### src/rtl/tref_pkg.sv
package tref_pkg;

  typedef enum logic [1:0] {
    BAND_COOL = 2'd0,
    BAND_WARM = 2'd1,
    BAND_HOT  = 2'd2
  } band_t;

  // Map the two-bit temperature code onto a band; the spare code is hottest.
  function automatic band_t band_of(input logic [1:0] code);
    case (code)
      2'b00:   return BAND_COOL;
      2'b01:   return BAND_WARM;
      default: return BAND_HOT;
    endcase
  endfunction

  // Each hotter band halves the interval of the one below it.
  function automatic int unsigned interval_cyc(input band_t b, input int unsigned base);
    return base >> b;
  endfunction

  function automatic logic is_hotter(input band_t a, input band_t b);
    return a > b;
  endfunction

endpackage

### src/rtl/tref_band_sel.sv
module tref_band_sel
  import tref_pkg::*;
(
  input  logic [1:0] temp_code,
  input  band_t      cur_band,
  output band_t      new_band,
  output logic       hotter
);

  always_comb begin
    new_band = band_of(temp_code);
    hotter   = is_hotter(new_band, cur_band);
  end

endmodule

### src/rtl/tref_timer.sv
module tref_timer
  import tref_pkg::*;
#(
  parameter int unsigned BASE_CYC = 390,
  parameter int unsigned CNT_W    = 9
) (
  input  logic             clk,
  input  logic             rst_n,
  input  logic             enable,
  input  band_t            new_band,
  input  logic             hotter,
  output logic             expire,
  output logic             hot_cut,
  output logic [CNT_W-1:0] cnt,
  output band_t            cur_band
);

  logic [CNT_W-1:0] reload_val;
  logic [CNT_W-1:0] cnt_dec;

  always_comb begin
    reload_val = CNT_W'(interval_cyc(new_band, BASE_CYC) - 1);
    cnt_dec    = cnt - CNT_W'(1);
    expire     = enable && (cnt == '0);
    hot_cut    = enable && (cnt != '0) && hotter;
  end

  always_ff @(posedge clk or negedge rst_n) begin
    if (!rst_n) begin
      cnt      <= CNT_W'(BASE_CYC - 1);
      cur_band <= BAND_COOL;
    end else if (expire) begin
      cnt      <= reload_val;
      cur_band <= new_band;
    end else if (hot_cut) begin
      cnt      <= (cnt_dec < reload_val) ? cnt_dec : reload_val;
      cur_band <= new_band;
    end else if (enable) begin
      cnt      <= cnt_dec;
    end
  end

endmodule

### src/rtl/tref_debt.sv
module tref_debt #(
  parameter int unsigned MAX_POSTPONE = 8,
  parameter int unsigned DEBT_W       = 4
) (
  input  logic              clk,
  input  logic              rst_n,
  input  logic              expire,
  input  logic              grant,
  output logic [DEBT_W-1:0] debt,
  output logic              grant_take,
  output logic              req,
  output logic              urgent
);

  localparam logic [DEBT_W-1:0] FULL = DEBT_W'(MAX_POSTPONE);

  logic [DEBT_W-1:0] debt_nxt;

  always_comb begin
    grant_take = grant && (debt != '0);
    debt_nxt   = debt;
    if (expire && !grant_take) begin
      if (debt != FULL) debt_nxt = debt + DEBT_W'(1);
    end else if (grant_take && !expire) begin
      debt_nxt = debt - DEBT_W'(1);
    end
    req    = (debt != '0);
    urgent = (debt == FULL);
  end

  always_ff @(posedge clk or negedge rst_n) begin
    if (!rst_n) debt <= '0;
    else        debt <= debt_nxt;
  end

endmodule

### src/rtl/tref_scheduler.sv
module tref_scheduler
  import tref_pkg::*;
#(
  parameter int unsigned CLK_PERIOD_NS    = 20,
  parameter int unsigned BASE_INTERVAL_NS = 7800,
  parameter int unsigned MAX_POSTPONE     = 8
) (
  input  logic       clk,
  input  logic       rst_n,
  input  logic       enable,
  input  logic [1:0] temp_code,
  input  logic       grant,
  output logic       req,
  output logic       urgent
);

  localparam int unsigned BASE_CYC = BASE_INTERVAL_NS / CLK_PERIOD_NS;
  localparam int unsigned CNT_W    = $clog2(BASE_CYC);
  localparam int unsigned DEBT_W   = $clog2(MAX_POSTPONE + 1);

  // Named internal events, visible to the bound checker.
  band_t             new_band;
  band_t             cur_band;
  logic              hotter;
  logic              expire;
  logic              hot_cut;
  logic              grant_take;
  logic [CNT_W-1:0]  cnt;
  logic [DEBT_W-1:0] debt;

  tref_band_sel u_band (
    .temp_code (temp_code),
    .cur_band  (cur_band),
    .new_band  (new_band),
    .hotter    (hotter)
  );

  tref_timer #(
    .BASE_CYC (BASE_CYC),
    .CNT_W    (CNT_W)
  ) u_timer (
    .clk      (clk),
    .rst_n    (rst_n),
    .enable   (enable),
    .new_band (new_band),
    .hotter   (hotter),
    .expire   (expire),
    .hot_cut  (hot_cut),
    .cnt      (cnt),
    .cur_band (cur_band)
  );

  tref_debt #(
    .MAX_POSTPONE (MAX_POSTPONE),
    .DEBT_W       (DEBT_W)
  ) u_debt (
    .clk        (clk),
    .rst_n      (rst_n),
    .expire     (expire),
    .grant      (grant),
    .debt       (debt),
    .grant_take (grant_take),
    .req        (req),
    .urgent     (urgent)
  );

endmodule

### config.mk
export PLATFORM = sky130hd
export DESIGN_NAME = tref_scheduler
export DESIGN_NICKNAME = d
export VERILOG_FILES = /design/src/rtl/tref_pkg.sv /design/src/rtl/tref_band_sel.sv /design/src/rtl/tref_timer.sv /design/src/rtl/tref_debt.sv /design/src/rtl/tref_scheduler.sv
export SDC_FILE = /design/constraint.sdc
export NUM_CORES = 1
export LEC_CHECK = 0
export ABC_AREA = 1
export BUFFER_PORTS_ARGS = -buffer_cell sky130_fd_sc_hd__buf_4
export CAP_MARGIN = 30
export CORE_ASPECT_RATIO = 0.6
export CORE_MARGIN = 2
export CORE_UTILIZATION = 56
export DETAILED_ROUTE_END_ITERATION = 10
export GPL_TIMING_DRIVEN = 0
export PLACE_DENSITY = 0.77
export SYNTH_ARGS = -nofsm -noshare
export SYNTH_HDL_FRONTEND = slang
export SYNTH_SLANG_ARGS = --single-unit
### constraint.sdc
create_clock -name clk -period 6.9 [get_ports clk]
set_input_delay 1.38 -clock clk [delete_from_list [all_inputs] [get_ports clk]]
set_output_delay 1.38 -clock clk [all_outputs]
set_load 0.03 [all_outputs]
==> impl_metrics.py <==
metrics = {
    "outcome": {
        "outcome": "completed",
    },
    "final_layout": {
        "nNetsFinal": 201,
        "mostFrequentLayoutCell": "nand2_1",
        "diodes": 0,
        "fillCellCount": 188,
        "regArea_um2": 380,
        "layout_common_cells": "nand2_1 (36), inv_1 (26), nand3_1 (17)",
        "finalInstanceArea_um2": 1410,
        "drive_gt1_share_pct": 16.1,
        "multi_input_area_um2": 779,
        "fin_cells": 210,
        "postLayoutCoreUtil_pct": 65.1,
        "syn2layout_area_growth_pct": 10.6,
    },
    "job": {
        "max_cap_violations": 0,
    },
    "timing": {
        "layout_setup_ws_ns": 3.96,
        "worst_pin_slew_ns": 0.586,
        "fin_setup_tns_ns": 0,
        "rsz0062_at_grt": "no",
        "hold_violations": 0,
        "slew_headroom_pct": 60.6,
        "maxClockFrequency_mhz": 340,
        "finClkSkew_ns": 0.000897,
        "setup_viol": 0,
        "period_needed_ns": 2.94,
        "fin_crit_sh_pct": 42.6,
        "final_max_slew_viol_count": 0,
    },
    "route": {
        "viasPerCell": 5.24,
        "drtIter0Drc": 87,
        "firstDrtPassIters": 4,
        "wl_per_cell_um": 12.9,
        "ant_nets": 0,
        "drt-total-wl_um": 2710,
        "drc_errors": 0,
        "vias": 1101,
    },
    "cts": {
        "clock_latency_ns": 0.25,
        "clock-sinks": 15,
        "cts_root_buf": "clkbuf_8",
        "cts_setup_buffers": 0,
        "h-tree-depth": 1,
        "ctsHoldBuffers": 0,
        "cts_buffer_depth": 2,
        "clk_pin_slew_ns": 0.06,
        "cts_buffers": 3,
        "cts_resized": 0,
        "cts_tree": "built",
    },
    "critical_path": {
        "start_kind": "input port",
        "worst-path-max-fanout": 9,
        "cp.arrival_ns": 3.11,
        "criticalPathCategory": "in -> reg",
        "worstPathRequired_ns": 7.07,
        "cp_slowest_cell": "ha_1",
        "critPathBufInv": 3,
        "cpPeakStageDelay_ns": 0.31,
        "path_cells": "buf_4 > nor2_1 > inv_1 > ha_1 > inv_1 > nor3_1 > nand3_1 > nand3_2 > nand2_4 > nand2_4 > nand2_2 > a21oi_1",
        "end_kind": "register",
        "critical-path-top-delay-family": "simple AND/OR/NAND/NOR gates",
    },
    "yosys": {
        "syn_nets": 189,
        "syn_area_um2": 1270,
        "synth-seq-area-share_pct": 29.9,
        "syn-instance-count": 169,
        "avgSynthCellArea_um2": 7.53,
        "yosys_warnings": 0,
        "ys_types": 29,
        "ys_ff_latch": 15,
    },
    "placed_design": {
        "place_inst": 206,
        "port-buffer-count": 7,
        "post_dp_cell_area_um2": 1360,
        "dp_slack_ns": 3.71,
        "hpwl_um": 2170,
        "gp_congestion": 0.888,
    },
    "global_route": {
        "antenna_found_initial": 0,
        "grt_use_total_pct": 24.1,
        "overflow": 0,
        "grt_pass1_vias": 965,
        "grt_max_degree": 16,
        "grt_pass1_wl_um": 4580,
    },
    "die": {
        "die_area_um2": 2680,
        "die_h_um": 40.9,
        "core_um2": 2160,
        "rows": 13,
        "fp.dieW_um": 65.5,
        "start_util_pct": 58.8,
        "top_level_ports": 8,
    },
    "min_path": {
        "hold_path.class": "reg -> reg",
    },
    "power": {
        "power_density_nw_per_um2": 470,
        "vdd_drop_max_uv": 235,
        "p_leak_nw": 0.727,
    },
}
[report_power, final]
part	internal [W]	switching, W	total [W]
Clock	0.0000409	0.0000306	0.0000715
Sequential	0.000142	0.0000490	0.000191
Combinational	0.000156	0.000242	0.000399
[cell usage after synthesis]
cell type / count / area, um2
dfrtp_1: 11 / 275
nor3b_2: 1 / 12.5
dfstp_2: 4 / 105
nand4_1: 1 / 6.26
nor2_2: 2 / 12.5
inv_1: 26 / 97.6
ha_1: 13 / 163
nand2_4: 2 / 22.5
nor3_1: 3 / 15.0
nor2_4: 1 / 11.3
fa_1: 1 / 20.0
nor4_1: 1 / 6.26
nor3_2: 1 / 10.0
nand3_2: 3 / 30.0
o21ai_4: 1 / 16.3
nor2_1: 11 / 41.3
nand2_1: 36 / 135
a31oi_1: 1 / 6.26
clkbuf_1: 3 / 11.3
xor2_1: 7 / 61.3
o22ai_1: 1 / 6.26
nand3_1: 17 / 85.1
xnor2_1: 2 / 17.5
o21ai_0: 7 / 35.0
inv_2: 1 / 3.75
a21oi_1: 7 / 35.0
nand2_2: 3 / 18.8
o31a_1: 1 / 8.76
conb_1: 1 / 3.75
[worst min-delay path, stage by stage (launching register included)]
cell	delay, ns
dfrtp_1	0.34
nand2_1	0.06
nand2_1	0.06
[flip-flops by register name, summed over array words and instances (netlist names)]
| register | count |
|---|---|
| u_debt.debt | 4 |
| u_timer.cnt | 9 |
| u_timer.cur_band | 2 |
[area by class of cell]
type	count	share of cell area [%]
flip-flops and latches	15	27.0
inverters	27	7.20
clock buffers	4	3.20
plain buffers	3	0.800
well taps	30	2.67
multi-input cells	124	55.4
repair buffers	7	3.73
[logic make-up after synthesis]
group           synth area share (%)
other cells                    0.295
fa+ha+maj                       14.4
flops                           29.9
xor+xnor                        6.20
simple gates                    32.0
compound gates                  8.46
buf+inv                         8.85
[routing by layer]
metal / vias to the layer above / routed length (um) / track usage (%)
li1: 563 / - / -
met1: 506 / 1450 / 36.4
met2: 30 / 1130 / 35.7
met3: 2 / 124 / 5.77
met4: 0 / 8 / 3.13
met5: - / 0 / 0
[through the flow]
stage | hold WS (ns) | power (W)
after floorplan | 0.449 | 0.000489
after global placement | 0.467 | 0.000563
after detailed placement | 0.472 | 0.000580
after CTS | 0.488 | 0.000658
after global routing | 0.516 | 0.000731
final | 0.486 | 0.000662
[worst paths after layout]
path | startpoint | end | slack [ns] | cells after the start
setup / recovery | temp_code[0] | u_timer.cnt[0]$_DFFE_PN1P_ | 3.96 | 12
hold / removal | u_timer.cnt[1]$_DFFE_PN0P_ | u_timer.cnt[1]$_DFFE_PN0P_ | 0.49 | 2
setup reg to reg | u_timer.cnt[0]$_DFFE_PN1P_ | u_timer.cnt[0]$_DFFE_PN1P_ | 4.13 | 15
hold reg to reg | u_timer.cnt[1]$_DFFE_PN0P_ | u_timer.cnt[1]$_DFFE_PN0P_ | 0.49 | 2
max in group asynchronous | rst_n | u_timer.cnt[7]$_DFFE_PN1P_ | 5.68 | 1
min in group asynchronous | rst_n | u_debt.debt[0]$_DFFE_PN0P_ | 0.97 | 1
Note: power is estimated with default switching activity, not from simulation.
